File: src/rtl/i2c_id_slave.sv
module i2c_id_slave #(
  parameter logic [6:0]  DEV_ADDR    = 7'h50,
  parameter logic [63:0] UID         = 64'h0123_4567_89AB_CDEF,
  parameter int          TIMEOUT_CYC = 6000000,
  parameter int          HOLD_CYC    = 60
) (
  input  logic clk,
  input  logic rst_n,
  input  logic scl_i,
  input  logic sda_i,
  output logic sda_oe
);

  localparam int TW = $clog2(TIMEOUT_CYC + 1);
  localparam int HW = $clog2(HOLD_CYC + 1);
  localparam logic [3:0] LAST = 4'd8;

  typedef enum logic [2:0] {S_IDLE, S_ADDR, S_AACK, S_WR, S_WACK, S_RD, S_RACK} st_t;

  logic [2:0] scl_p, sda_p;
  logic [TW-1:0] tcnt;
  logic [HW-1:0] hcnt;
  st_t st;
  logic [3:0] bitn, ptr;
  logic [7:0] sh;
  logic cm, rw, first, mnack, want;

  always_ff @(posedge clk or negedge rst_n)
    if (!rst_n) begin
      scl_p <= '1;
      sda_p <= '1;
    end else begin
      scl_p <= {scl_p[1:0], scl_i};
      sda_p <= {sda_p[1:0], sda_i};
    end

  wire scl_rise = scl_p[1] & ~scl_p[2];
  wire scl_fall = ~scl_p[1] & scl_p[2];
  wire sda_rise = sda_p[1] & ~sda_p[2];
  wire start_c  = scl_p[1] & scl_p[2] & sda_p[2] & ~sda_p[1];
  wire stop_c   = scl_p[1] & scl_p[2] & ~sda_p[2] & sda_p[1];
  wire activity = scl_rise | scl_fall | sda_rise;

  always_ff @(posedge clk or negedge rst_n)
    if (!rst_n) tcnt <= '0;
    else if (activity) tcnt <= '0;
    else if (tcnt != TW'(TIMEOUT_CYC)) tcnt <= tcnt + TW'(1);

  wire tmo = cm & ~activity & (tcnt == TW'(TIMEOUT_CYC - 1));

  wire [7:0] rd_byte = (ptr == LAST) ? {7'b0, cm} : UID[{ptr[2:0], 3'b000} +: 8];
  wire [3:0] nxt = (ptr == LAST) ? 4'd0 : ptr + 4'd1;

  always_ff @(posedge clk or negedge rst_n)
    if (!rst_n) begin
      st    <= S_IDLE;
      bitn  <= '0;
      sh    <= '0;
      ptr   <= '0;
      cm    <= 1'b1;
      rw    <= 1'b0;
      first <= 1'b0;
      mnack <= 1'b0;
    end else if (start_c) begin
      st   <= S_ADDR;
      bitn <= '0;
    end else if (stop_c | tmo) begin
      st <= S_IDLE;
    end else begin
      case (st)
        S_ADDR, S_WR: begin
          if (scl_rise) begin
            sh   <= {sh[6:0], sda_p[1]};
            bitn <= bitn + 4'd1;
          end else if (scl_fall && bitn == LAST) begin
            bitn <= '0;
            if (st == S_ADDR) begin
              if (sh[7:1] == DEV_ADDR) begin
                st <= S_AACK;
                rw <= sh[0];
              end else st <= S_IDLE;
            end else begin
              if (first) ptr <= (sh > 8'd8) ? 4'd0 : sh[3:0];
              else if (ptr == LAST) cm <= sh[0];
              first <= 1'b0;
              st    <= S_WACK;
            end
          end
        end
        S_AACK: if (scl_fall) begin
          bitn <= '0;
          if (rw) begin
            sh  <= rd_byte;
            ptr <= nxt;
            st  <= S_RD;
          end else begin
            first <= 1'b1;
            st    <= S_WR;
          end
        end
        S_WACK: if (scl_fall) st <= S_WR;
        S_RD: if (scl_fall) begin
          if (bitn == 4'd7) st <= S_RACK;
          else begin
            sh   <= {sh[6:0], 1'b0};
            bitn <= bitn + 4'd1;
          end
        end
        S_RACK: begin
          if (scl_rise) mnack <= sda_p[1];
          else if (scl_fall) begin
            if (mnack) st <= S_IDLE;
            else begin
              sh   <= rd_byte;
              ptr  <= nxt;
              bitn <= '0;
              st   <= S_RD;
            end
          end
        end
        default: ;
      endcase
    end

  always_comb
    case (st)
      S_AACK, S_WACK: want = 1'b1;
      S_RD:           want = ~sh[7];
      default:        want = 1'b0;
    endcase

  always_ff @(posedge clk or negedge rst_n)
    if (!rst_n) begin
      hcnt   <= '0;
      sda_oe <= 1'b0;
    end else if (scl_fall) hcnt <= HW'(HOLD_CYC);
    else if (hcnt != '0) hcnt <= hcnt - HW'(1);
    else sda_oe <= want;

endmodule

File: config.mk
export PLATFORM = sky130hd
export DESIGN_NAME = i2c_id_slave
export DESIGN_NICKNAME = d
export VERILOG_FILES = /design/src/rtl/i2c_id_slave.sv
export SDC_FILE = /design/constraint.sdc
export NUM_CORES = 1
export LEC_CHECK = 0
export BUFFER_PORTS_ARGS = -buffer_cell sky130_fd_sc_hd__buf_2
export CORE_UTILIZATION = 40
export CTS_CLUSTER_DIAMETER = 200
export CTS_CLUSTER_SIZE = 30
export DETAILED_ROUTE_END_ITERATION = 7
export PLACE_DENSITY = 0.56
export RECOVER_POWER = 25
export SYNTH_ARGS = -nofsm -noshare
export SYNTH_HDL_FRONTEND = slang
export SYNTH_SLANG_ARGS = --single-unit
File: constraint.sdc
create_clock -name clk -period 5.4 [get_ports clk]
set_input_delay 0.54 -clock clk [delete_from_list [all_inputs] [get_ports clk]]
set_output_delay 0.54 -clock clk [all_outputs]
set_load 0.02 [all_outputs]
# Word level (Yosys, flattened, before mapping)
# Index checks and enable logic that the tools add are counted.
# totals
ff_bits,59
out_inout_bits,1
word_cells,165
# op_classes
n_addsub,4
magnitude_cmp,1
n_eq_ne,41
shifts,1
mux,59
bitwise,26
n_reduce_logical,20
# ops
op,count
$mux 4,21
$mux 8,9
$shiftx 64x7->8 const A,1
$mux 23,2
$mux 3,13
$ne 4x4->1 const B,9
$pmux 8 s4,1
$ne 2x2->1 const B,14
$add 23x1->23 const B,1
$eq 23x23->1 const B,1
$ne 23x23->1 const B,1
$ne 3x3->1 const B,6
$reduce_and 9->1,2
$pmux 4 s4,1
$reduce_and 8->1,2
$pmux 3 s5,1
$not 1->1,13
$mux 6,2
$pmux 4 s3,1
$reduce_and 12->1,1
$reduce_and 11->1,1
$and 1x1->1,10
$eq 3x3->1 const B,3
$add 4x1->4 const B,2
other kinds (22),34

# Depth between registers and ports, before layout
# Gate-level depths: netlist of run 1.
# logic_depth
depth_word,10
depth_mapped,9
ltp_nobuf,7

# Least setup slack after synthesis of run 1
# OpenSTA, ideal clock, no wires.
# synth_path
kind,reg-to-reg
start,register scl_p[2]
end,register sh[0]
arrival_ns,2.171
required_time_ns,5.275
setup_slack_ns,3.104
stages_incl_launch_ff,8
n_path_buf,0
period_less_slack_ns,2.296
cell_sequence,dfstp_2 > inv_1 > ha_1 > or3b_1 > o211ai_2 > o211ai_2 > nor3_4 > mux2_4
# synth_between
elab_chain_cells,10
# synth_lines
element,line_no,rtl
from (decl),20,"logic [2:0] scl_p, sda_p;"
from (signal assigned),33,"scl_p <= {scl_p[1:0], scl_i};"
$not 1->1,37,wire scl_rise = scl_p[1] & ~scl_p[2];
$and 1x1->1,37,
$or 1x1->1 (2 in series),42,wire activity = scl_rise | scl_fall | sda_rise;
$not 1->1,49,wire tmo = cm & ~activity & (tcnt == TW'(TIMEOUT_CYC - 1));
$and 1x1->1 (2 in series),49,
$or 1x1->1,67,end else if (stop_c | tmo) begin
$not 1->1 (no source line),--,
$reduce_and 11->1 (no source line) (*),--,
to (signal assigned),73,"sh <= {sh[6:0], sda_p[1]};"
to (signal assigned),93,sh <= rd_byte;
to (signal assigned),105,"sh <= {sh[6:0], 1'b0};"
to (decl),25,logic [7:0] sh;
# Every way passes the cells marked *; elsewhere a longest branch is shown, timed or not.
# A chain may end at the register's enable or synchronous reset.

==> results of run 1 <==
-- metal layers --
metal  vias up  track usage, %  wire length [microns]
met2        45            26.0                   3280
met1      1298            24.2                   3530
met3        17            3.54                    204
met5         -               0                      0
li1       1314               -                      -
met4         0            9.72                    201
-- worst register-to-register path, cell delays in order (launching register included) --
cell	delay, ps
dfrtp_1	700
inv_1	180
ha_1	340
and3b_1	210
o21ai_0	310
nand3_1	240
or3_1	380
o21ai_0	200
-- cells in the mapped netlist, drive strengths merged, types with 2 or more instances --
cell type	n	area (sq um)
nand2b	7	43.8
xnor2	5	43.8
or3b	2	17.5
nand4b	2	17.5
dfrtp	52	1300
a21oi	19	95.1
nor2b	4	25.0
or3	3	18.8
nor3	10	61.3
nand2	23	86.3
clkbuf	6	22.5
o31ai	3	36.3
xor2	18	158
and3	6	37.5
nor3b	4	30.0
nand4	15	100
o21ai	11	55.1
o41ai	2	17.5
nor2	42	158
ha	11	138
o22ai	2	12.5
and4b	2	20.0
and3b	2	17.5
nand3b	5	37.5
a22oi	2	15.0
o32ai	3	26.3
o211ai	6	55.1
and4	2	17.5
dfstp	7	184
nor4b	3	32.5
nand3	18	90.1
buf	6	26.3
mux2i	7	70.1
nor4	3	25.0
a221o	2	20.0
or2	4	27.5
inv	20	75.1
mux2	8	105
-- power breakdown --
part	switching, mW	internal, mW
Combinational	0.273	0.234
Sequential	0.121	0.523
Clock	0.176	0.190
Total	0.569	0.947
-- placed cells by master, fill, tap and decap left out, types with 7 or more instances in the layout --
cell type,instances
dfrtp_1,52
nor2_1,42
nand2_1,23
inv_1,20
a21oi_1,19
nand3_1,18
xor2_1,18
nand4_1,14
o21ai_0,11
ha_1,11
clkbuf_8,11
nor3_1,9
nand2b_1,7
mux2i_1,7
-- through the flow --
step,hold slack [ps],instances,utilization [%],worst slack (ps)
2_1_floorplan,244,363,-,3100
3_3_place_gp,345,461,43.0,2790
3_5_place_dp,350,461,43.0,2760
4_1_cts,292,477,45.1,2760
5_1_grt,288,477,45.1,1450
6_report,306,477,45.1,2270
-- layout make-up --
| class | instances | area (sq um) |
|---|---|---|
| fillers | 806 | 4560 |
| multi-input cells | 272 | 1850 |
| flip-flops and latches | 59 | 1490 |
| clock buffers | 12 | 155 |
| well taps | 105 | 131 |
| inverters | 20 | 75.1 |
| clock inverters | 4 | 25.0 |
| repair buffers | 5 | 23.8 |
-- sequential cells by signal (all words and copies together) (netlist names), 3 cells and up --
signal	cells
sda_p	3
bitn	4
st	3
tcnt	23
sh	8
hcnt	6
scl_p	3
ptr	4
-- kinds of logic after synthesis --
kind of cell	Yosys count
AND/OR/NAND/NOR	162
AO/OA/AOI/OAI	61
flip-flops	59
buffers and inverters	32
XOR/XNOR	23
multiplexers	15
adder cells (fa/ha/maj)	11
-- worst paths after layout --
path                       cells after the start                    to          startpoint  slack (ps)
max in group clk                               7    ptr[2]$_DFFE_PN0P_   st[2]$_DFFE_PN0P_        2760
setup / recovery                               2  tcnt[21]$_DFFE_PN0P_               rst_n        2270
setup reg to reg                               7    ptr[2]$_DFFE_PN0P_   st[2]$_DFFE_PN0P_        2760
min in group asynchronous                      2   tcnt[0]$_DFFE_PN0P_               rst_n        1340
hold / removal                                 1    sda_p[0]$_DFF_PN1_               sda_i         310
hold reg to reg                                0    sda_p[1]$_DFF_PN1_  sda_p[0]$_DFF_PN1_         360
==> summary.txt, run 1 <==
Critical path
  • CP arrival: 2870 ps
  • Worst setup EP type: asynchronous set/reset pin
  • Critical path class: in -> async
  • Crit path max fanout: 59
  • Critical-path top delay cell: clkbuf_1
  • Worst path required time: 5130 ps
  • Setup crit start kind: primary input
  • Crit path cell chain: buf_2 -> clkbuf_1
  • WP buf/inv: 2
  • CP delay by family, top: buffers and inverters
  • Crit path largest cell delay: 2210 ps

Detailed routing
  • Post-route DRC: 0
  • Iteration-0 DRC count of the detailed router: 144
  • DR WL/cell: 15.1 microns
  • Detail Route Antenna Nets: 0
  • Wirelength, routed: 7210 microns
  • TritonRoute pass-1 iters: 4
  • Vias post-DR: 2,674
  • Via density: 5.61

Clock tree
  • CTS sink count: 59
  • Clk Tree Root Cell: clkbuf_8
  • Reg clk slew, reported paths: 60 ps
  • Skew-Pair Late Insertion Delay: 330 ps
  • Setup Fix Bufs, Post-CTS: 0
  • Num CTS Buffers: 9
  • CTS HTree Levels: 3
  • Post-CTS Resized: 0
  • TritonCTS clock tree: yes
  • Clk buf depth: 2
  • # hold bufs at CTS: 0

Floorplanning
  • Cell Rows: 33
  • Initial Utilization: 41.6%
  • I/O pins: 5
  • Die Height: 95.0 microns
  • Die area: 9020 sq um
  • DIE WIDTH: 95.0 microns
  • Core region area: 8300 sq um

GRT
  • GRT overflow: 0
  • Initial antenna violation count: 0
  • First-pass GRT wire length: 12,100 microns
  • Total GRT Usage: 17.7%
  • Largest net degree at the start of global routing: 60
  • Vias in the first global route: 2,552

Yosys
  • Cell Area, Synth: 3460 sq um
  • Ys Warns: 0
  • Largest family of logic cells by synthesized area: simple AND/OR/NAND/NOR gates
  • Post-synthesis sequential area ratio: 43.0%
  • Adder-cell share of the synthesized area: 3.98%
  • Syn_nets: 378
  • Flop and latch count out of synthesis: 59
  • Synth Area in Compound Gates: 12.3%
  • Post-synthesis xor/xnor area fraction: 5.83%
  • EDFF count, synth: 0
  • Mapped Cells: 363
  • Avg Cell Area, Syn: 9.52 sq um
  • Cell variety after synth: 64
  • Simple-gate portion of the synthesized area: 26.2%
  • Mux share of post-synthesis cell area: 5.07%
  • Asr flop ratio synth: 100%
  • Top_reg_cell synth: dfrtp_1

Placed design
  • PortBufs: 4
  • Detailed placer's ending HPWL: 5000 microns
  • Placed Area: 3570 sq um
  • Placer Congestion: 0.803

Layout
  • Share of cells above drive strength 1: 12.1%
  • Final instance area: 3740 sq um
  • Layout area overhead: 8.29%
  • N_diodes: 0
  • Final net count: 382

Power
  • Pleak: 1.54 nW
  • Peak supply drop: 0.133 mV
  • Pwr Density: 405 nW/um^2
  • Total Power: 1.52 mW

Timing
  • Slew headroom: -110%
  • Total negative slack: 0 ps
  • Final hold violations: 0
  • Final setup vio count: 0
  • Unrepaired setup endpoints after global routing: false
  • Minimum clock period: 3130 ps
  • Worst Tran Pin Value: 3150 ps
  • Clock Skew: 13.0 ps
  • Period utilisation layout: 58.1%
  • Max Slew Vio Count: 60
  • Fmax: 319 MHz

Min path
  • Hold Path Class: in -> reg

Status
  • Outcome: finished, violations left
  • Violated checks: capacitance limit, slew limit

Flow run
  • Max Cap Violations: 1
Power figures use the tool's default switching activity.
==> run 2, diff against run 1 <==
==> constraint.sdc (replaced) <==
create_clock -name clk -period 2.9 [get_ports clk]
set_input_delay 0.29 -clock clk [delete_from_list [all_inputs] [get_ports clk]]
set_output_delay 0.29 -clock clk [all_outputs]
set_load 0.02 [all_outputs]
==> run 2 against run 1 <==
Compared with the run above: the flow now finishes without violations; die area unchanged; combinational power increased by 99%; non-clock buffer count is 5 higher; design area rose by 1.0%; clock-buffer cell count is 1 higher; worst setup slack worse by 1800 ps; clock power grew 89%; total power up 89%; worst hold slack worse by 240 ps; critical path depth grew 5; largest cell class unchanged; highest routed layer unchanged.
==> summary.txt, run 2 (same netlist as run 1, synthesis figures left out) <==
Status
  • Outcome: completed (was finished, violations left)

Detailed routing
  • Vias post-DR: 2,674 (unchanged)
  • Detail Route Antenna Nets: 0 (unchanged)
  • Via density: 5.56 (was 5.61)
  • Wirelength, routed: 7260 microns (was 7210 microns)
  • DR WL/cell: 15.1 microns (about the same)
  • Iteration-0 DRC count of the detailed router: 173 (was 144)
  • Post-route DRC: 0 (unchanged)
  • TritonRoute pass-1 iters: 5 (was 4)

Timing
  • Max Slew Vio Count: 0 (was 60)
  • Worst Tran Pin Value: 1480 ps (was 3150 ps)
  • Period utilisation layout: 85.1%
  • Final hold violations: 0 (unchanged)
  • Final setup vio count: 0 (unchanged)
  • Unrepaired setup endpoints after global routing: false (unchanged)
  • Clock Skew: 9.01 ps (was 13.0 ps)
  • Total negative slack: 0 ps (unchanged)
  • Minimum clock period: 2470 ps
  • Hold slack: 62.1 ps (was 306 ps)
  • Fmax: 405 MHz
  • Slew headroom: 1.44% (was -110%)

Power
  • Reg power frac: 40.7% (was 42.5%)
  • Pleak: 1.57 nW (was 1.54 nW)
  • Peak supply drop: 0.231 mV (was 0.133 mV)
  • Pwr Density: 757 nW/um^2 (was 405 nW/um^2)
  • Net Sw Power: 1.06 mW (was 0.569 mW)
  • Share of total power in combinational logic: 35.2% (was 33.4%)
  • Internal power: 1.80 mW (was 0.947 mW)
  • Switching Share: 37.1% (was 37.5%)
  • Clock power frac: 24.1% (about the same)

Placed design
  • Placer Congestion: 0.843 (was 0.803)
  • PortBufs: 4 (unchanged)
  • Placed Area: 3600 sq um (was 3570 sq um)
  • Detailed placer's ending HPWL: 4960 microns (was 5000 microns)
  • Inst Count DP: 466 (was 461)

Critical path
  • CP arrival: 2680 ps (was 2870 ps)
  • Crit path max fanout: 9 (was 59)
  • CP delay by family, top: simple AND/OR/NAND/NOR gates (was buffers and inverters)
  • WP buf/inv: 1 (was 2)
  • Crit path largest cell delay: 540 ps (was 2210 ps)
  • Crit path top cell by count: o211ai_2
  • Setup crit start kind: register (was primary input)
  • Crit path cell chain: inv_1 -> ha_1 -> or3b_1 -> o211ai_2 -> o211ai_2 -> nor3_4 -> mux2_4 (was buf_2 -> clkbuf_1)
  • Worst setup EP type: register (was asynchronous set/reset pin)
  • Worst path required time: 3120 ps (was 5130 ps)
  • Critical path class: reg -> reg (was in -> async)
  • Critical-path top delay cell: dfstp_2 (was clkbuf_1)

Clock tree
  • Post-CTS Resized: 0 (unchanged)
  • CTS HTree Levels: 3 (unchanged)
  • # hold bufs at CTS: 0 (unchanged)
  • Clk buf depth: 2 (unchanged)
  • Clk Tree Root Cell: clkbuf_8 (unchanged)
  • Num CTS Buffers: 9 (unchanged)
  • TritonCTS clock tree: yes (unchanged)
  • Setup Fix Bufs, Post-CTS: 0 (unchanged)
  • Skew-Pair Late Insertion Delay: 330 ps (about the same)
  • Reg clk slew, reported paths: 60 ps (about the same)
  • CTS sink count: 59 (unchanged)

Min path
  • Hold Path Class: in -> reg (unchanged)

GRT
  • Initial antenna violation count: 0 (unchanged)
  • First-pass GRT wire length: 12,500 microns (was 12,100 microns)
  • GRT overflow: 0 (unchanged)
  • Vias in the first global route: 2,603 (was 2,552)
  • Largest net degree at the start of global routing: 60 (unchanged)
  • Total GRT Usage: 18.0% (was 17.7%)

Floorplanning
  • Cell Rows: 33 (unchanged)
  • I/O pins: 5 (unchanged)
  • Die Height: 95.0 microns (unchanged)
  • Initial Utilization: 41.6% (unchanged)
  • DIE WIDTH: 95.0 microns (unchanged)
  • Core region area: 8300 sq um (unchanged)
  • Die area: 9020 sq um (unchanged)

Layout
  • Final non-filler cell total: 481 (was 477)
  • Final instance area: 3780 sq um (was 3740 sq um)
  • Biggest register: tcnt (unchanged)
  • Layout area overhead: 9.38% (was 8.29%)
  • Share of cells above drive strength 1: 13.3% (was 12.1%)
  • Most common cell after layout, fill and taps aside: dfrtp_1 (unchanged)
  • Most frequent cells in the layout: dfrtp_1 (52), nor2_1 (42), nand2_1 (23) (unchanged)
  • Final net count: 387 (was 382)
  • Largest register FFs: 23 (unchanged)
  • Top Registers: tcnt x23, sh x8, hcnt x6 (unchanged)
  • N_diodes: 0 (unchanged)
  • Final core area utilization: 45.5% (was 45.1%)

Flow run
  • Max Cap Violations: 0 (was 1)
run 2: final cells by class:
cell class | count | area, sq um
flip-flops and latches | 59 | 1490
inverters | 20 | 75.1
repair buffers | 10 | 62.6
multi-input cells | 272 | 1850
fillers | 798 | 4520
well taps | 105 | 131
clock inverters | 2 | 10.0
clock buffers | 13 | 169
run 2: worst paths after layout:
path / from / end / slack, ps / cells past startpoint
worst max-delay path: scl_p[2]$_DFF_PN1_ / sh[0]$_DFFE_PN0P_ / 430 / 7
worst min-delay path: scl_i / scl_p[0]$_DFF_PN1_ / 60 / 1
worst max register to register: scl_p[2]$_DFF_PN1_ / sh[0]$_DFFE_PN0P_ / 430 / 7
worst min register to register: scl_p[0]$_DFF_PN1_ / scl_p[1]$_DFF_PN1_ / 360 / 0
max in group asynchronous: rst_n / ptr[2]$_DFFE_PN0P_ / 1610 / 2
min in group asynchronous: rst_n / tcnt[3]$_DFFE_PN0P_ / 400 / 2
run 2: power by group through the flow:
| stage | Sequential, mW | Clock, mW | Combinational, mW |
|---|---|---|---|
| 6_report | 1.16 | 0.690 | 1.01 |
| 5_1_grt | 1.19 | 0.750 | 1.13 |
| 4_1_cts | 1.16 | 0.712 | 1.01 |
| 3_5_place_dp | 1.18 | 0 | 1.00 |
| 3_3_place_gp | 1.18 | 0 | 0.992 |
| 2_1_floorplan | 1.11 | 0 | 0.815 |
run 2: metal layers:
metal / track usage (%) / wire length, microns
met1: 25.4 / 3740
met2: 27.1 / 3210
met3: 3.30 / 203
met4: 7.58 / 99
met5: 0 / 0
run 2: per-stage QoR:
step	setup slack, ps	power (mW)
4_1_cts	413	2.89
5_1_grt	250	3.07
6_report	433	2.86
3_3_place_gp	476	2.17
2_1_floorplan	604	1.92
3_5_place_dp	428	2.18
==> run 3, diff against run 2 <==
--- a/config.mk
+++ b/config.mk
@@ -8,10 +8,11 @@
 export BUFFER_PORTS_ARGS = -buffer_cell sky130_fd_sc_hd__buf_2
 export CORE_UTILIZATION = 40
 export CTS_CLUSTER_DIAMETER = 200
-export CTS_CLUSTER_SIZE = 30
+export CTS_CLUSTER_SIZE = 14
 export DETAILED_ROUTE_END_ITERATION = 7
 export PLACE_DENSITY = 0.56
 export RECOVER_POWER = 25
+export SETUP_SLACK_MARGIN = 0.5
 export SYNTH_ARGS = -nofsm -noshare
 export SYNTH_HDL_FRONTEND = slang
 export SYNTH_SLANG_ARGS = --single-unit
==> run 3 against run 2 <==
Compared with the run above: first-iteration DRC count is 17% lower; non-clock buffer count rose by 11; die area stayed put; global-route usage increased by 0.14 points; worst hold slack gained 2.6 ps; largest cell class unchanged; highest routed layer unchanged.
==> summary.txt, run 3 (same netlist as run 1, synthesis figures left out) <==
Layout
  • Biggest register: tcnt (unchanged)
  • N_diodes: 0 (unchanged)
  • Final instance area: 3920 sq um (was 3780 sq um)
  • Most frequent cells in the layout: dfrtp_1 (52), nor2_1 (42), nand2_1 (23) (unchanged)
  • Share of cells above drive strength 1: 17.8% (was 13.3%)
  • Top Registers: tcnt x23, sh x8, hcnt x6 (unchanged)
  • Largest register FFs: 23 (unchanged)
  • Final net count: 398 (was 387)
  • Layout area overhead: 13.4% (was 9.38%)
  • Most common cell after layout, fill and taps aside: dfrtp_1 (unchanged)

Critical path
  • Reg-to-reg endpoint: sh[6]$_DFFE_PN0P_ (was sh[0]$_DFFE_PN0P_)
  • Critical path class: reg -> reg (unchanged)
  • R2r startpoint: scl_p[1]$_DFF_PN1_ (was scl_p[2]$_DFF_PN1_)
  • Setup crit start: scl_p[1]$_DFF_PN1_ (was scl_p[2]$_DFF_PN1_)
  • Setup crit start kind: register (unchanged)
  • Worst path required time: 3120 ps (about the same)
  • Reg2Reg Depth: 9 (was 7)
  • Worst setup path end: sh[6]$_DFFE_PN0P_ (was sh[0]$_DFFE_PN0P_)
  • CP arrival: 2540 ps (was 2680 ps)
  • Crit path max fanout: 7 (was 9)
  • R2R Setup Slk: 580 ps (was 430 ps)
  • Worst setup EP type: register (unchanged)

Timing
  • Fmax: 431 MHz (was 405 MHz)
  • Max Slew Vio Count: 0 (unchanged)
  • Minimum clock period: 2320 ps (was 2470 ps)
  • Slew headroom: 1.38% (was 1.44%)
  • Final hold violations: 0 (unchanged)
  • Unrepaired setup endpoints after global routing: true (was false)
  • Final setup vio count: 0 (unchanged)
  • Total negative slack: 0 ps (unchanged)
  • Period utilisation layout: 80.1% (was 85.1%)
  • Clock Skew: 9.11 ps (was 9.01 ps)
  • Worst Tran Pin Value: 1480 ps (about the same)

Floorplanning
  • I/O pins: 5 (unchanged)
  • Cell Rows: 33 (unchanged)
  • Die Height: 95.0 microns (unchanged)
  • DIE WIDTH: 95.0 microns (unchanged)
  • Die area: 9020 sq um (unchanged)
  • Initial Utilization: 41.6% (unchanged)
  • Core region area: 8300 sq um (unchanged)

Detailed routing
  • Wirelength, routed: 7420 microns (was 7260 microns)
  • Via density: 5.57 (was 5.56)
  • Detail Route Antenna Nets: 0 (unchanged)
  • Iteration-0 DRC count of the detailed router: 143 (was 173)
  • TritonRoute pass-1 iters: 5 (unchanged)
  • Vias post-DR: 2,740 (was 2,674)
  • DR WL/cell: 15.1 microns (about the same)
  • Post-route DRC: 0 (unchanged)

Power
  • Switching Share: 36.8% (was 37.1%)
  • Clock power frac: 23.3% (was 24.1%)
  • Pwr Density: 753 nW/um^2 (was 757 nW/um^2)
  • Share of total power in combinational logic: 37.2% (was 35.2%)
  • Net Sw Power: 1.08 mW (was 1.06 mW)
  • Reg power frac: 39.5% (was 40.7%)
  • Pleak: 1.64 nW (was 1.57 nW)
  • Peak supply drop: 0.232 mV (was 0.231 mV)
  • Internal power: 1.87 mW (was 1.80 mW)

Flow run
  • Max Cap Violations: 0 (unchanged)

GRT
  • Largest net degree at the start of global routing: 60 (unchanged)
  • Vias in the first global route: 2,634 (was 2,603)
  • GRT overflow: 0 (unchanged)
  • Total GRT Usage: 18.2% (was 18.0%)
  • M1 GR Usage: 25.7% (was 25.4%)
  • Most used routing layer: met2 (unchanged)
  • First-pass GRT wire length: 12,600 microns (was 12,500 microns)
  • Initial antenna violation count: 0 (unchanged)
  • M3 GR Usage: 3.14% (was 3.30%)
  • Met2 Usage GRT: 27.5% (was 27.1%)

Clock tree
  • Clk buf depth: 2 (unchanged)
  • Clk Tree Root Cell: clkbuf_8 (unchanged)
  • CTS sink count: 59 (unchanged)
  • Num CTS Buffers: 9 (unchanged)
  • Skew-Pair Late Insertion Delay: 330 ps (about the same)
  • CTS HTree Levels: 3 (unchanged)
  • TritonCTS clock tree: yes (unchanged)
  • Reg clk slew, reported paths: 70 ps (was 60 ps)

Placed design
  • Detailed placer's ending HPWL: 4960 microns (unchanged)
  • Placer Congestion: 0.843 (unchanged)
  • Placed Area: 3600 sq um (unchanged)
  • PortBufs: 4 (unchanged)

Min path
  • Hold Path Class: in -> reg (unchanged)

Status
  • Outcome: completed (unchanged)
==> run 3: changes by cell type in the layout (fill, tap and decap cells not counted), sizes merged <==
cell,before,now
buf,9,20
==> run 3: layer usage <==
layer | part of all wire, % | wire length [microns] | vias up
li1 | - | - | 1348
met4 | 1.1 | 85 | 0
met1 | 50 | 3720 | 1330
met5 | 0 | 0 | -
met2 | 45 | 3350 | 56
met3 | 3.7 | 275 | 6
==> run 3: per-stage QoR <==
step	utilization [%]	hold WS [ps]	total power, mW	cells	setup slack [ps]
after CTS	46.5	46.6	2.95	488	510
after global routing	47.2	49.6	3.17	492	472
after global placement	43.4	347	2.17	466	476
after detailed placement	43.4	347	2.18	466	428
after floorplan	-	-5.59	1.92	363	604
final	47.2	64.7	2.95	492	577
==> run 3: critical path, cell delays in order (launching register included) <==
cell and delay [ps]:
dfstp_1 540, inv_2 50, ha_4 150, buf_6 110
or4b_1 490, o2111a_2 160, o211ai_2 190, nor3_4 60
buf_12 160, mux2_4 290
==> run 3: power groups by stage <==
stage,registers (mW),clock network (mW),logic [mW]
2_1_floorplan,1.11,0,0.815
4_1_cts,1.16,0.712,1.07
6_report,1.17,0.687,1.10
3_3_place_gp,1.18,0,0.992
5_1_grt,1.19,0.750,1.23
3_5_place_dp,1.18,0,1.00
==> run 3: worst min path at each step <==
stage                             startpoint                   to  cells after the start
after global routing                   sda_i   sda_p[0]$_DFF_PN1_                      1
final                                  scl_i   scl_p[0]$_DFF_PN1_                      1
after CTS                              scl_i   scl_p[0]$_DFF_PN1_                      1
after detailed placement  scl_p[0]$_DFF_PN1_   scl_p[1]$_DFF_PN1_                      0
after global placement    sda_p[0]$_DFF_PN1_   sda_p[1]$_DFF_PN1_                      0
after floorplan                        rst_n  bitn[0]$_DFFE_PN0P_                      0
==> run 3: final cells by class <==
cell class	count	area, sq um
clock buffers	13	169
clock inverters	2	10.0
fillers	783	4380
well taps	105	131
inverters	20	75.1
flip-flops and latches	59	1490
multi-input cells	272	1890
repair buffers	21	161
==> run 3: timing repair <==
action / in CTS / in global routing
setup buffers: 7 / 4
resized for setup: 3 / 9
hold buffers: 0 / 0
pin swaps: 3 / 4
gates cloned: 0 / 0
setup endpoints to repair: 10 / 12
